==> config.mk <==
export PLATFORM = sky130hd
export DESIGN_NAME = sync_serial_tx
export DESIGN_NICKNAME = d
export VERILOG_FILES = /design/src/rtl/sst_pkg.sv /design/src/rtl/sst_clkgen.sv /design/src/rtl/sst_holdreg.sv /design/src/rtl/sst_shifter.sv /design/src/rtl/sync_serial_tx.sv
export SDC_FILE = /design/constraint.sdc
export NUM_CORES = 1
export LEC_CHECK = 0
export ABC_AREA = 1
export BUFFER_PORTS_ARGS = -buffer_cell sky130_fd_sc_hd__buf_2
export CORE_MARGIN = 2
export CORE_UTILIZATION = 30
export CTS_CLUSTER_DIAMETER = 80
export DETAILED_ROUTE_END_ITERATION = 10
export RECOVER_POWER = 50
export SLEW_MARGIN = 20
export SYNTH_ARGS = -nofsm -noshare
export SYNTH_HDL_FRONTEND = slang
export SYNTH_SLANG_ARGS = --single-unit
==> constraint.sdc <==
create_clock -name clk_i -period 1.7 [get_ports clk_i]
set_input_delay 0.085 -clock clk_i [delete_from_list [all_inputs] [get_ports clk_i]]
set_output_delay 0.085 -clock clk_i [all_outputs]
set_load 0.005 [all_outputs]
==> src/rtl/sst_pkg.sv <==
package sst_pkg;
  typedef enum logic {
    SH_IDLE = 1'b0,
    SH_RUN  = 1'b1
  } sh_state_e;

  typedef enum logic {
    CLK_INT = 1'b0,
    CLK_EXT = 1'b1
  } clk_src_e;
endpackage

==> src/rtl/sst_clkgen.sv <==
module sst_clkgen
  import sst_pkg::*;
#(
  parameter int DIV_W       = 8,
  parameter int SYNC_STAGES = 2
) (
  input  logic             clk_i,
  input  logic             rst_ni,
  input  logic             ext_sel_i,
  input  logic             run_i,
  input  logic             need_fall_i,
  input  logic [DIV_W-1:0] div_i,
  input  logic             sck_i,
  output logic             fall_stb_o,
  output logic             rise_stb_o
);
  localparam int LAST = SYNC_STAGES - 1;

  clk_src_e         src;
  logic [DIV_W-1:0] cnt_q;
  logic [LAST:0]    sync_q;
  logic             prev_q;
  logic             hit;
  logic             ext_fall, ext_rise;

  assign src = clk_src_e'(ext_sel_i);
  assign hit = run_i && (src == CLK_INT) && (cnt_q == div_i);

  always_ff @(posedge clk_i or negedge rst_ni) begin
    if (!rst_ni) begin
      cnt_q <= '0;
    end else if (!run_i || (src == CLK_EXT) || hit) begin
      cnt_q <= '0;
    end else begin
      cnt_q <= cnt_q + 1'b1;
    end
  end

  for (genvar g = 0; g < SYNC_STAGES; g++) begin : g_sync
    if (g == 0) begin : g_first
      always_ff @(posedge clk_i or negedge rst_ni) begin
        if (!rst_ni) sync_q[g] <= 1'b1;
        else         sync_q[g] <= sck_i;
      end
    end else begin : g_next
      always_ff @(posedge clk_i or negedge rst_ni) begin
        if (!rst_ni) sync_q[g] <= 1'b1;
        else         sync_q[g] <= sync_q[g-1];
      end
    end
  end

  always_ff @(posedge clk_i or negedge rst_ni) begin
    if (!rst_ni) prev_q <= 1'b1;
    else         prev_q <= sync_q[LAST];
  end

  assign ext_fall = prev_q && !sync_q[LAST];
  assign ext_rise = !prev_q && sync_q[LAST];

  always_comb begin
    if (src == CLK_EXT) begin
      fall_stb_o = ext_fall;
      rise_stb_o = ext_rise;
    end else begin
      fall_stb_o = hit && need_fall_i;
      rise_stb_o = hit && !need_fall_i;
    end
  end

  AST_STB_EXCLUSIVE: assert property (@(posedge clk_i) disable iff (!rst_ni)
    !(fall_stb_o && rise_stb_o));
  AST_INT_IDLE_SILENT: assert property (@(posedge clk_i) disable iff (!rst_ni)
    (!run_i && !ext_sel_i) |-> !(fall_stb_o || rise_stb_o));
endmodule

==> src/rtl/sst_holdreg.sv <==
module sst_holdreg #(
  parameter int DATA_W = 8
) (
  input  logic              clk_i,
  input  logic              rst_ni,
  input  logic              en_i,
  input  logic              wr_i,
  input  logic [DATA_W-1:0] wdata_i,
  input  logic              load_i,
  input  logic              end_i,
  input  logic              irq_empty_en_i,
  input  logic              irq_end_en_i,
  output logic [DATA_W-1:0] hold_o,
  output logic              empty_o,
  output logic              end_o,
  output logic              irq_empty_o,
  output logic              irq_end_o
);
  logic [DATA_W-1:0] hold_q;
  logic              empty_q, end_q;

  always_ff @(posedge clk_i or negedge rst_ni) begin
    if (!rst_ni) begin
      hold_q  <= '0;
      empty_q <= 1'b1;
      end_q   <= 1'b1;
    end else if (!en_i) begin
      empty_q <= 1'b1;
      end_q   <= 1'b1;
    end else begin
      if (wr_i) begin
        hold_q  <= wdata_i;
        empty_q <= 1'b0;
        end_q   <= 1'b0;
      end else begin
        if (load_i) empty_q <= 1'b1;
        if (end_i)  end_q   <= 1'b1;
      end
    end
  end

  assign hold_o      = hold_q;
  assign empty_o     = empty_q;
  assign end_o       = end_q;
  assign irq_empty_o = irq_empty_en_i && empty_q;
  assign irq_end_o   = irq_end_en_i && end_q;

  AST_WR_CLEARS_FLAGS: assert property (@(posedge clk_i) disable iff (!rst_ni)
    (en_i && wr_i) |=> (!empty_o && !end_o));
  AST_LOAD_FREES_HOLD: assert property (@(posedge clk_i) disable iff (!rst_ni)
    (load_i && !wr_i) |=> empty_o);
  AST_END_SETS_FLAG: assert property (@(posedge clk_i) disable iff (!rst_ni)
    (end_i && !wr_i) |=> end_o);
endmodule

==> src/rtl/sst_shifter.sv <==
module sst_shifter
  import sst_pkg::*;
#(
  parameter int DATA_W = 8
) (
  input  logic              clk_i,
  input  logic              rst_ni,
  input  logic              en_i,
  input  logic [DATA_W-1:0] hold_i,
  input  logic              can_load_i,
  input  logic              fall_stb_i,
  input  logic              rise_stb_i,
  output logic              load_o,
  output logic              end_o,
  output logic              busy_o,
  output logic              need_fall_o,
  output logic              txd_o,
  output logic              sck_o
);
  localparam int IDX_W = (DATA_W > 1) ? $clog2(DATA_W) : 1;
  localparam logic [IDX_W-1:0] LAST_IDX = IDX_W'(DATA_W - 1);

  sh_state_e         state_q;
  logic [DATA_W-1:0] shreg_q;
  logic [IDX_W-1:0]  idx_q;
  logic              need_fall_q, txd_q, sck_q;
  logic              frame_end;

  assign frame_end = (state_q == SH_RUN) && !need_fall_q && rise_stb_i && (idx_q == LAST_IDX);
  assign load_o    = en_i && can_load_i && ((state_q == SH_IDLE) || frame_end);
  assign end_o     = en_i && frame_end && !can_load_i;

  always_ff @(posedge clk_i or negedge rst_ni) begin
    if (!rst_ni) begin
      state_q     <= SH_IDLE;
      shreg_q     <= '0;
      idx_q       <= '0;
      need_fall_q <= 1'b0;
      txd_q       <= 1'b1;
      sck_q       <= 1'b1;
    end else if (!en_i) begin
      state_q     <= SH_IDLE;
      idx_q       <= '0;
      need_fall_q <= 1'b0;
      txd_q       <= 1'b1;
      sck_q       <= 1'b1;
    end else if (load_o) begin
      state_q     <= SH_RUN;
      shreg_q     <= hold_i;
      idx_q       <= '0;
      need_fall_q <= 1'b1;
      sck_q       <= 1'b1;
    end else if (end_o) begin
      state_q     <= SH_IDLE;
      need_fall_q <= 1'b0;
      sck_q       <= 1'b1;
    end else if (state_q == SH_RUN) begin
      if (need_fall_q && fall_stb_i) begin
        txd_q       <= shreg_q[idx_q];
        need_fall_q <= 1'b0;
        sck_q       <= 1'b0;
      end else if (!need_fall_q && rise_stb_i) begin
        sck_q       <= 1'b1;
        idx_q       <= idx_q + 1'b1;
        need_fall_q <= 1'b1;
      end
    end
  end

  assign busy_o      = (state_q == SH_RUN);
  assign need_fall_o = need_fall_q;
  assign txd_o       = txd_q;
  assign sck_o       = sck_q;

  // data may move only on a falling strobe
  AST_TXD_ONLY_ON_FALL: assert property (@(posedge clk_i) disable iff (!rst_ni)
    (en_i && !fall_stb_i) |=> $stable(txd_q));
  AST_END_PARKS_HIGH: assert property (@(posedge clk_i) disable iff (!rst_ni)
    end_o |=> (sck_q && !busy_o));
  AST_DISABLE_IDLES: assert property (@(posedge clk_i) disable iff (!rst_ni)
    !en_i |=> (!busy_o && txd_q && sck_q));
endmodule

==> src/rtl/sync_serial_tx.sv <==
module sync_serial_tx
  import sst_pkg::*;
#(
  parameter int DATA_W      = 8,
  parameter int DIV_W       = 8,
  parameter int SYNC_STAGES = 2
) (
  input  logic              clk_i,
  input  logic              rst_ni,
  input  logic              tx_en_i,
  input  logic              ext_clk_i,
  input  logic [DIV_W-1:0]  div_i,
  input  logic              irq_empty_en_i,
  input  logic              irq_end_en_i,
  input  logic              wr_i,
  input  logic [DATA_W-1:0] wdata_i,
  input  logic              ovr_err_i,
  input  logic              frm_err_i,
  input  logic              par_err_i,
  input  logic              sck_i,
  output logic              sck_o,
  output logic              txd_o,
  output logic              hold_empty_o,
  output logic              tx_end_o,
  output logic              irq_empty_o,
  output logic              irq_end_o
);
  logic [DATA_W-1:0] hold;
  logic empty, ended, rx_err, can_load;
  logic load, frame_done, busy, need_fall;
  logic fall_stb, rise_stb, sck_int;

  assign rx_err   = ovr_err_i || frm_err_i || par_err_i;
  assign can_load = !empty && !rx_err;

  sst_holdreg #(.DATA_W(DATA_W)) u_hold (
    .clk_i          (clk_i),
    .rst_ni         (rst_ni),
    .en_i           (tx_en_i),
    .wr_i           (wr_i),
    .wdata_i        (wdata_i),
    .load_i         (load),
    .end_i          (frame_done),
    .irq_empty_en_i (irq_empty_en_i),
    .irq_end_en_i   (irq_end_en_i),
    .hold_o         (hold),
    .empty_o        (empty),
    .end_o          (ended),
    .irq_empty_o    (irq_empty_o),
    .irq_end_o      (irq_end_o)
  );

  sst_shifter #(.DATA_W(DATA_W)) u_shift (
    .clk_i       (clk_i),
    .rst_ni      (rst_ni),
    .en_i        (tx_en_i),
    .hold_i      (hold),
    .can_load_i  (can_load),
    .fall_stb_i  (fall_stb),
    .rise_stb_i  (rise_stb),
    .load_o      (load),
    .end_o       (frame_done),
    .busy_o      (busy),
    .need_fall_o (need_fall),
    .txd_o       (txd_o),
    .sck_o       (sck_int)
  );

  sst_clkgen #(.DIV_W(DIV_W), .SYNC_STAGES(SYNC_STAGES)) u_clk (
    .clk_i       (clk_i),
    .rst_ni      (rst_ni),
    .ext_sel_i   (ext_clk_i),
    .run_i       (busy && tx_en_i),
    .need_fall_i (need_fall),
    .div_i       (div_i),
    .sck_i       (sck_i),
    .fall_stb_o  (fall_stb),
    .rise_stb_o  (rise_stb)
  );

  assign sck_o        = ext_clk_i ? 1'b1 : sck_int;
  assign hold_empty_o = empty;
  assign tx_end_o     = ended;

  AST_ERR_BLOCKS_LOAD: assert property (@(posedge clk_i) disable iff (!rst_ni)
    (ovr_err_i || frm_err_i || par_err_i) |-> !load);
  AST_END_ONLY_WHEN_BUSY: assert property (@(posedge clk_i) disable iff (!rst_ni)
    frame_done |-> busy);
  AST_SCK_HIGH_WHEN_IDLE: assert property (@(posedge clk_i) disable iff (!rst_ni)
    (!busy && $past(!busy)) |-> sck_o);
endmodule

==> results by group, run 1 <==
Pwr
  • Pwr dens: 813 nW/um^2
  • Net Sw Frac: 25.9%
  • Seq pwr share: 50.7%
  • P_int: 1.46 mW
  • Net switching power: 0.512 mW
  • Power share of the clock group: 33.6%
  • Leakage: 1.20 nW
  • Worst IR drop on VDD: 0.000317 V
  • Comb power frac: 15.6%

Drt
  • Remaining DRCs: 0
  • Routed WL: 3770 um
  • Routed vias/inst: 4.34
  • Starting DRT DRC Count: 95
  • DR vias: 1552
  • Wire per inst: 10.5 um
  • Drt pass-1 iters: 4
  • Post-route ant nets: 0

Job
  • Max-Cap Viols: 0

Worst setup path
  • Worst path max stage delay: 0.44 ns
  • Worst-path maximum fanout: 8
  • Worst r2r path cells: 11
  • Slowest-stage cell, CP: dfrtp_2
  • CP required: 1.88 ns
  • Crit Path Class: reg2reg
  • Crit. End Element: flip-flop
  • Critical path, cell by cell: xnor2_2 > nand2_1 > nor2_2 > nand3_2 > nand2_4 > nand3_4 > nand2_4 > nand2_8 > buf_4 > nand4_1 > nand2_1
  • Crit path arrival time: 1.82 ns
  • Critical Path Source Type: flip-flop

GRT
  • GRT Total Usage: 11.6%
  • Antenna violations before repair: 0
  • Largest net degree at the start of global routing: 37
  • Vias in the first global route: 1425
  • GRT Residual Overflow: 0
  • First-pass GRT wire length: 6440 um

Placement
  • Dpl cell area: 2130 um^2
  • Final HPWL DP: 2630 um
  • IO buf count: 32
  • Post-Place Cells: 334
  • Routability cong.: 0.763

Synthesis
  • Sequential area share after synthesis: 48.5%
  • YS warnings: 0
  • Leading post-synthesis cells by cell area: dfrtp_1 (39%), nand2_1 (14%), dfstp_2 (9.8%)
  • Synth cell types: 30
  • EDFF count, synth: 0
  • Syn nets: 257
  • Cells after Synth: 227
  • Yosys top cell by area: dfrtp_1
  • Post-synthesis async set-or-reset flop share: 100%
  • Most common cell in the netlist: nand2_1
  • Top-area cell type share of the netlist area: 38.7%
  • Synth Cell Area: 1870 um^2
  • Most frequent cells after synthesis: nand2_1 (69), inv_1 (35), dfrtp_1 (29)
  • Ys flop type: dfrtp_1
  • Syn_area_per_cell: 8.26 um^2
  • Flops & latches, synth: 36

Status
  • Status: finished, final reports clean

Timing
  • Min Tclk post-route: 1.64 ns
  • RSZ-0062 raised after global routing: yes
  • Slew HR: 41.1%
  • Final setup viols: 0
  • Final period util: 96.3%
  • Least-Margin Pin Slew: 0.883 ns
  • Final Max Tran Viols: 0
  • Setup TNS: 0 ns
  • Clock Skew: 0.00475 ns
  • Hold Fails Final Rpt: 0
  • FMAX: 611 MHz

Floorplan
  • Die width: 83.0 um
  • Num ports: 33
  • DIE AREA: 6900 um^2
  • Starting density of the core: 31.3%
  • Chip Height: 83.0 um
  • Core area: 5990 um^2
  • Rows: 28

Worst hold path
  • Hold crit path type: in2reg
  • Hold Path Depth: 3

Clock network
  • Clock slew at reported path FFs: 0.07 ns
  • Clock Tree Root: clkbuf_8
  • Clock buffer depth: 2
  • Clk_lat worst skew: 0.29 ns
  • CTS tree: yes
  • CTS buffer count: 5
  • Sink Count: 36
  • H-tree Lvls: 2

Cells and area
  • N_diodes: 0
  • Nets: 312
  • Final Core Density: 40.5%
  • Final Non-Filler Cells: 358
  • Area delta synth->final: 29.5%
  • Share of layout cells above drive strength 1: 32.2%
  • Post-route cell area: 2430 um^2
-- layout make-up --
cell class	count	area [um^2]
Multi-Input combinational cell	151	873
Sequential cell	36	911
Clock buffer	8	100
Inverter	39	146
Tap cell	75	93.8
Fill cell	621	3560
Timing Repair Buffer	49	303
-- through the flow --
stage          setup WS (ns)  power (mW)  hold WS, ns
2_1_floorplan          0.174        1.20       -0.211
3_3_place_gp          0.0486        1.29        0.194
3_5_place_dp         0.00341        1.30        0.191
4_1_cts              0.00297        1.99     0.000726
5_1_grt              -0.0580        2.09      0.00682
6_report              0.0628        1.97      0.00512
-- sequential cells by signal, indices dropped and copies added (netlist names), 2 cells and up --
| name | cells |
|---|---|
| u_clk.cnt_q | 8 |
| u_hold.hold_o | 8 |
| u_shift.shreg_q | 8 |
| u_shift.idx_q | 3 |
| u_clk.sync_q | 2 |
-- power groups by stage --
stage,clock [mW],sequential [mW],combinational (mW)
floorplan,0,1.01,0.187
global placement,0,1.02,0.272
detailed placement,0,1.02,0.281
CTS,0.688,1.00,0.293
global route,0.723,1.02,0.356
finish,0.664,1.00,0.308
-- worst max-delay path, delay by kind of cell (launching register included) --
family / cells / cell delay (ns)
AND/OR/NAND/NOR: 9 / 0.82
flip-flops: 1 / 0.44
buffers and inverters: 1 / 0.13
XOR/XNOR: 1 / 0.14
-- worst paths after layout --
check	start	end	slack, ns
min reg2reg	u_clk.sync_q[0]	u_clk.sync_q[1]	0.36
max reg2reg	u_clk.cnt_q[2]	u_shift.idx_q[2]	0.06
min in group asynchronous	rst_ni	u_clk.cnt_q[3]	0.45
max	u_clk.cnt_q[2]	u_shift.idx_q[2]	0.06
max in group asynchronous	rst_ni	u_clk.cnt_q[2]	0.64
min	wdata_i[1]	u_hold.hold_o[1]	0.005
-- layer usage --
| layer | track usage [%] | routed length, um |
|---|---|---|
| met2 | 17.4 | 1720 |
| met3 | 3.28 | 142 |
| met4 | 5.81 | 82 |
| met5 | 0 | 0 |
| met1 | 15.1 | 1820 |
-- timing repair --
| item | in CTS | in global routing |
|---|---|---|
| gates cloned | 1 | 1 |
| endpoints found under the setup margin | 2 | 15 |
| buffers inserted | 0 | 8 |
| pin swaps | 0 | 4 |
| hold endpoints to repair | 34 | 0 |
| hold buffers | 6 | 0 |
| resized for setup | 0 | 14 |
-- cell families after synthesis --
logic type / count (synthesis) / share of synthesized area, %
buffers and inverters: 42 / 8.88
xor gates and xnor gates: 5 / 2.34
AOI/OAI and AO/OA: 28 / 9.48
adders and majority gates: 3 / 2.00
DFF: 36 / 48.5
and+or+nand+nor: 113 / 28.8
-- cells in the final DEF (no fill, tap or decap), drive strengths merged, types with 6 or more instances in the layout --
cell type    synthesis  routed
dfstp                7       7
nand2               76      76
nor2                17      17
a21oi                6       6
inv                 38      38
buf                  2      42
dfrtp               29      29
clkbuf               1       9
dlygate4sd3          0       6
o21ai               19      19
nand3               10      12
Note: power is estimated with default switching activity, not from simulation.
==> inputs of run 2 (changes only) <==
- RECOVER_POWER: 50 -> 100
==> results by group, run 2 (synthesis results as in run 1) <==
Pwr
  • Worst IR drop on VDD: 0.000317 V (about the same)
  • Pwr Total: 1.97 mW (about the same)
  • Leakage: 1.20 nW (about the same)
  • Pwr dens: 813 nW/um^2 (about the same)

Drt
  • DR vias: 1553 (was 1552)
  • Post-route ant nets: 0 (unchanged)
  • Routed WL: 3780 um (was 3770 um)
  • Wire per inst: 10.6 um (was 10.5 um)
  • Drt pass-1 iters: 4 (unchanged)
  • Remaining DRCs: 0 (unchanged)
  • Starting DRT DRC Count: 95 (unchanged)
  • Routed vias/inst: 4.34 (about the same)

Floorplan
  • Starting density of the core: 31.3% (unchanged)
  • Core area: 5990 um^2 (unchanged)
  • Rows: 28 (unchanged)
  • DIE AREA: 6900 um^2 (unchanged)
  • Num ports: 33 (unchanged)
  • Chip Height: 83.0 um (unchanged)
  • Die width: 83.0 um (unchanged)

Worst setup path
  • Crit Path Class: reg2reg (unchanged)
  • Crit path buf inv count: 1 (unchanged)
  • Critical Path Source Type: flip-flop (unchanged)
  • Worst-path maximum fanout: 8 (unchanged)
  • CP required: 1.88 ns (about the same)
  • Flop2flop setup slack: 0.06 ns (about the same)
  • Slowest-stage cell, CP: dfrtp_2 (unchanged)
  • Critical path, cell by cell: xnor2_2 > nand2_1 > nor2_2 > nand3_2 > nand2_4 > nand3_4 > nand2_4 > nand2_8 > buf_4 > nand4_1 > nand2_1 (unchanged)
  • Worst r2r dst: u_shift.idx_q[2] (unchanged)
  • WP depth: 11 (unchanged)
  • Crit-path leading delay family: simple AND/OR/NAND/NOR gates (unchanged)
  • Worst r2r path cells: 11 (unchanged)
  • Crit. End Element: flip-flop (unchanged)
  • Worst r2r src: u_clk.cnt_q[2] (unchanged)
  • Worst path max stage delay: 0.44 ns (about the same)
  • Beginning of the critical path: u_clk.cnt_q[2] (unchanged)
  • Crit path arrival time: 1.82 ns (about the same)

GRT
  • GRT Residual Overflow: 0 (unchanged)
  • Largest net degree at the start of global routing: 37 (unchanged)
  • GRT Total Usage: 11.6% (unchanged)
  • First-pass GRT wire length: 6440 um (unchanged)
  • Vias in the first global route: 1425 (unchanged)
  • Antenna violations before repair: 0 (unchanged)

Cells and area
  • Commonest non-fill, non-tap cell in the layout: nand2_1 (unchanged)
  • Commonest cells after routing, fill and taps aside: nand2_1 (65), inv_1 (35), buf_2 (31), dfrtp_1 (28), nor2_1 (13) (unchanged)
  • Nets: 312 (unchanged)
  • Area delta synth->final: 29.5% (unchanged)
  • Fill count: 621 (unchanged)
  • Share of layout cells above drive strength 1: 31.8% (was 32.2%)
  • N_diodes: 0 (unchanged)

Clock network
  • Clk_lat worst skew: 0.29 ns (about the same)
  • CTS buffer count: 5 (unchanged)
  • Sink Count: 36 (unchanged)
  • Clock buffer depth: 2 (unchanged)
  • H-tree Lvls: 2 (unchanged)
  • Clock slew at reported path FFs: 0.07 ns (about the same)
  • Clock Tree Root: clkbuf_8 (unchanged)
  • CTS tree: yes (unchanged)

Timing
  • Slew HR: 41.1% (about the same)
  • Hold Fails Final Rpt: 0 (unchanged)
  • Clock Skew: 0.00475 ns (about the same)
  • Final setup viols: 0 (unchanged)
  • Final Max Tran Viols: 0 (unchanged)
  • Least-Margin Pin Slew: 0.884 ns (was 0.883 ns)
  • Min Tclk post-route: 1.64 ns (about the same)
  • Final period util: 96.3% (about the same)
  • RSZ-0062 raised after global routing: yes (unchanged)
  • FMAX: 611 MHz (about the same)
  • Final setup margin: 0.0632 ns (was 0.0628 ns)

Status
  • Status: finished, final reports clean (unchanged)

Worst hold path
  • Hold Path Depth: 3 (unchanged)
  • Min-delay src: wdata_i[1] (unchanged)
  • Hold Path Sink: u_hold.hold_o[1] (unchanged)
  • Hold crit path type: in2reg (unchanged)

Placement
  • Placement Setup Slack: 0.00341 ns (unchanged)
  • Routability cong.: 0.763 (unchanged)
  • Final HPWL DP: 2630 um (unchanged)
  • IO buf count: 32 (unchanged)

Job
  • Max-Cap Viols: 0 (unchanged)
## run 2: cell type report
cell class | instances | area (um^2) | area share [%]
Clock buffer | 8 | 100 | 4.12
Timing Repair Buffer | 49 | 303 | 12.5
Multi-Input combinational cell | 151 | 873 | 36.0
Sequential cell | 36 | 911 | 37.5
Inverter | 39 | 146 | 6.03
Tap cell | 75 | 93.8 | 3.87
## run 2: repair_timing
item / in CTS / in global routing
endpoints found under the hold margin: 34 / 0
setup buffers: 0 / 8
cloned: 1 / 1
hold buffers: 6 / 0
resized for setup: 0 / 14
pin swaps: 0 / 4
endpoints found under the setup margin: 2 / 15
## run 2: worst min-delay path: stages
cell and delay, ns:
buf_2 0.07, nand2_1 0.04, o21ai_0 0.06
## run 2: power breakdown
part           leakage (nW)  total [mW]  internal (mW)  switching (mW)
sequential            0.452        1.00          0.954          0.0465
combinational         0.700       0.308          0.138           0.171
clock                0.0515       0.664          0.370           0.294
total                  1.20        1.97           1.46           0.512
## run 2: worst max-delay path by stage
stage	endpoint	slack (ns)
after detailed placement	u_shift.shreg_q[7]	0.003
after global placement	u_shift.idx_q[1]	0.05
after CTS	u_shift.shreg_q[7]	0.003
after global routing	u_shift.idx_q[0]	-0.06
final	u_shift.idx_q[2]	0.06
after floorplan	u_shift.shreg_q[6]	0.17
## run 2: metal layers
metal,vias up,wire length (um),part of all wire (%),track usage [%]
li1,818,-,-,-
met1,702,1820,48,15.1
met2,27,1730,46,17.4
met3,6,140,3.7,3.28
met4,0,82,2.2,5.81
met5,-,0,0,0
## run 2: metrics by stage
stage / area, um^2 / setup TNS, ns / utilization [%] / cells / hold WS, ns
after global placement: 2130 / 0 / 35.6 / 334 / 0.194
after detailed placement: 2130 / 0 / 35.6 / 334 / 0.191
after floorplan: 1870 / 0 / - / 227 / -0.211
final: 2430 / 0 / 40.5 / 358 / 0.00520
after global routing: 2430 / -0.492 / 40.5 / 358 / 0.00682
after CTS: 2300 / 0 / 38.4 / 349 / 0.000726
==> inputs of run 3 (changes only) <==
- CORE_UTILIZATION: 30 -> 25
==> results by group, run 3 (synthesis results as in run 1) <==
Status
  • Status: finished, final reports clean (unchanged)

Worst setup path
  • Worst path max stage delay: 0.41 ns (was 0.44 ns)
  • Worst r2r src: u_clk.cnt_q[2] (unchanged)
  • Worst r2r path cells: 9 (was 11)
  • Crit. End Element: flip-flop (unchanged)
  • Worst setup path end: u_shift.shreg_q[3] (was u_shift.idx_q[2])
  • Beginning of the critical path: u_clk.cnt_q[2] (unchanged)
  • Slowest-stage cell, CP: dfrtp_1 (was dfrtp_2)
  • CP required: 1.92 ns (was 1.88 ns)
  • Worst r2r dst: u_shift.shreg_q[3] (was u_shift.idx_q[2])
  • Crit Path Class: reg2reg (unchanged)
  • Critical Path Source Type: flip-flop (unchanged)
  • Crit path arrival time: 1.84 ns (was 1.82 ns)
  • Flop2flop setup slack: 0.07 ns (was 0.06 ns)
  • Critical path, cell by cell: xnor2_1 > nand2_1 > nor2_2 > nand3_2 > nand2_4 > nand3_4 > nand2_4 > nand3_4 > o21ai_2 (was xnor2_2 > nand2_1 > nor2_2 > nand3_2 > nand2_4 > nand3_4 > nand2_4 > nand2_8 > buf_4 > nand4_1 > nand2_1)
  • Worst-path maximum fanout: 8 (unchanged)

Placement
  • Routability cong.: 0.807 (was 0.763)
  • Placement Setup Slack: 0.0349 ns (was 0.00341 ns)
  • Final HPWL DP: 2710 um (was 2630 um)
  • IO buf count: 32 (unchanged)

Timing
  • Final setup viols: 0 (unchanged)
  • Min Tclk post-route: 1.63 ns (was 1.64 ns)
  • RSZ-0062 raised after global routing: yes (unchanged)
  • Final period util: 95.6% (was 96.3%)
  • Slew HR: 39.4% (was 41.1%)
  • Final Max Tran Viols: 0 (unchanged)
  • Final setup margin: 0.0747 ns (was 0.0632 ns)
  • Least-Margin Pin Slew: 0.909 ns (was 0.884 ns)
  • FMAX: 615 MHz (was 611 MHz)
  • Hold Slack: 0.00216 ns (was 0.00520 ns)
  • Hold Fails Final Rpt: 0 (unchanged)
  • Clock Skew: 0.00853 ns (was 0.00475 ns)
  • Setup TNS: 0 ns (unchanged)

Drt
  • DR vias: 1598 (was 1553)
  • Post-route ant nets: 0 (unchanged)
  • Wire per inst: 10.1 um (was 10.6 um)
  • Drt pass-1 iters: 4 (unchanged)
  • Routed WL: 3850 um (was 3780 um)
  • Remaining DRCs: 0 (unchanged)
  • Routed vias/inst: 4.18 (was 4.34)
  • Starting DRT DRC Count: 75 (was 95)

Floorplan
  • Num ports: 33 (unchanged)
  • Chip Height: 90.6 um (was 83.0 um)
  • DIE AREA: 8210 um^2 (was 6900 um^2)
  • Starting density of the core: 25.8% (was 31.3%)
  • Die width: 90.6 um (was 83.0 um)
  • Core area: 7250 um^2 (was 5990 um^2)
  • Rows: 31 (was 28)

Clock network
  • CTS buffer count: 5 (unchanged)
  • Clock slew at reported path FFs: 0.08 ns (was 0.07 ns)
  • H-tree Lvls: 2 (unchanged)
  • Clock Tree Root: clkbuf_8 (unchanged)
  • Sink Count: 36 (unchanged)
  • CTS tree: yes (unchanged)
  • Clock buffer depth: 2 (unchanged)
  • Clk_lat worst skew: 0.29 ns (about the same)

Cells and area
  • N_diodes: 0 (unchanged)
  • Commonest cells after routing, fill and taps aside: nand2_1 (67), inv_1 (34), buf_2 (31), dfrtp_1 (29), nor2_1 (13) (was nand2_1 (65), inv_1 (35), buf_2 (31), dfrtp_1 (28), nor2_1 (13))
  • Share of layout cells above drive strength 1: 31.4% (was 31.8%)
  • Area delta synth->final: 30.7% (was 29.5%)
  • Fill count: 761 (was 621)
  • Commonest non-fill, non-tap cell in the layout: nand2_1 (unchanged)
  • Final Core Density: 33.8% (was 40.5%)
  • Nets: 312 (unchanged)

Pwr
  • Pwr Total: 2.07 mW (was 1.97 mW)
  • Leakage: 1.20 nW (about the same)
  • Worst IR drop on VDD: 0.000366 V (was 0.000317 V)
  • Comb power frac: 14.4% (was 15.6%)
  • Pwr dens: 845 nW/um^2 (was 813 nW/um^2)
  • Power share of the clock group: 37.1% (was 33.7%)
  • Net switching power: 0.541 mW (was 0.512 mW)
  • Net Sw Frac: 26.1% (was 25.9%)
  • Seq pwr share: 48.5% (was 50.7%)
  • P_int: 1.53 mW (was 1.46 mW)

GRT
  • Vias in the first global route: 1518 (was 1425)
  • First-pass GRT wire length: 6420 um (was 6440 um)
  • Largest net degree at the start of global routing: 37 (unchanged)
  • GRT Total Usage: 9.57% (was 11.6%)
  • Antenna violations before repair: 0 (unchanged)
  • GRT Residual Overflow: 0 (unchanged)

Worst hold path
  • Hold crit path type: in2reg (unchanged)

Job
  • Max-Cap Viols: 0 (unchanged)
run 3: cell count changes in the layout (fill, tap and decap cells not counted), moves of 2 or more:
cell	delta
nand2_1	+2
nand2_2	-2
dfstp_1	-3
clkbuf_8	-2
dfstp_2	+3
run 3: critical path, delay by kind of cell (launching register included):
kind / cells / cell delay, ns
flops: 1 / 0.41
compound gates: 1 / 0.14
simple gates: 7 / 0.86
xor+xnor: 1 / 0.15
run 3: what timing repair did:
| item | in CTS | in global routing |
|---|---|---|
| endpoints found under the hold margin | 34 | 0 |
| hold buffers | 6 | 0 |
| endpoints found under the setup margin | 0 | 14 |
| resized for setup | 0 | 10 |
| setup buffers | 0 | 6 |
run 3: power by group through the flow:
stage / sequential [mW] / combinational (mW) / clock, mW
after detailed placement: 1.02 / 0.281 / 0
after global routing: 1.01 / 0.348 / 0.842
after CTS: 1.00 / 0.293 / 0.797
after global placement: 1.02 / 0.275 / 0
after floorplan: 1.01 / 0.187 / 0
final: 1.00 / 0.298 / 0.768
run 3: cell type report:
cell class              instances  area [um^2]  share of cell area (%)
clock buffers                   5         68.8                    2.81
clock inverters                 3         46.3                    1.89
inverters                      39          146                    5.98
multi-input cells             151          856                    34.9
flip-flops and latches         36          910                    37.1
well taps                      99          124                    5.06
repair buffers                 49          299                    12.2
run 3: through the flow:
stage,instances,instance area (um^2)
2_1_floorplan,227,1870
3_3_place_gp,360,2180
3_5_place_dp,360,2180
4_1_cts,374,2350
5_1_grt,382,2450
6_report,382,2450
run 3: how the worst min path moves through the flow:
stage / from / endpoint / slack [ns] / cells after the start
detailed placement: rst_ni / u_clk.cnt_q[7] / 0.16 / 2
global route: wdata_i[7] / u_hold.hold_o[7] / 0.01 / 3
floorplan: rst_ni / u_clk.cnt_q[0] / -0.21 / 0
finish: wdata_i[7] / u_hold.hold_o[7] / 0.002 / 3
global placement: rst_ni / u_clk.cnt_q[7] / 0.16 / 2
CTS: wdata_i[7] / u_hold.hold_o[7] / 0.003 / 3
run 3: layer usage:
| layer | vias up | track usage (%) | share of wire (%) |
|---|---|---|---|
| met5 | - | 0 | 0 |
| met2 | 26 | 16.4 | 49 |
| met4 | 0 | 3.46 | 0.91 |
| met1 | 745 | 11.3 | 47 |
| li1 | 823 | - | - |
| met3 | 4 | 2.92 | 3.6 |
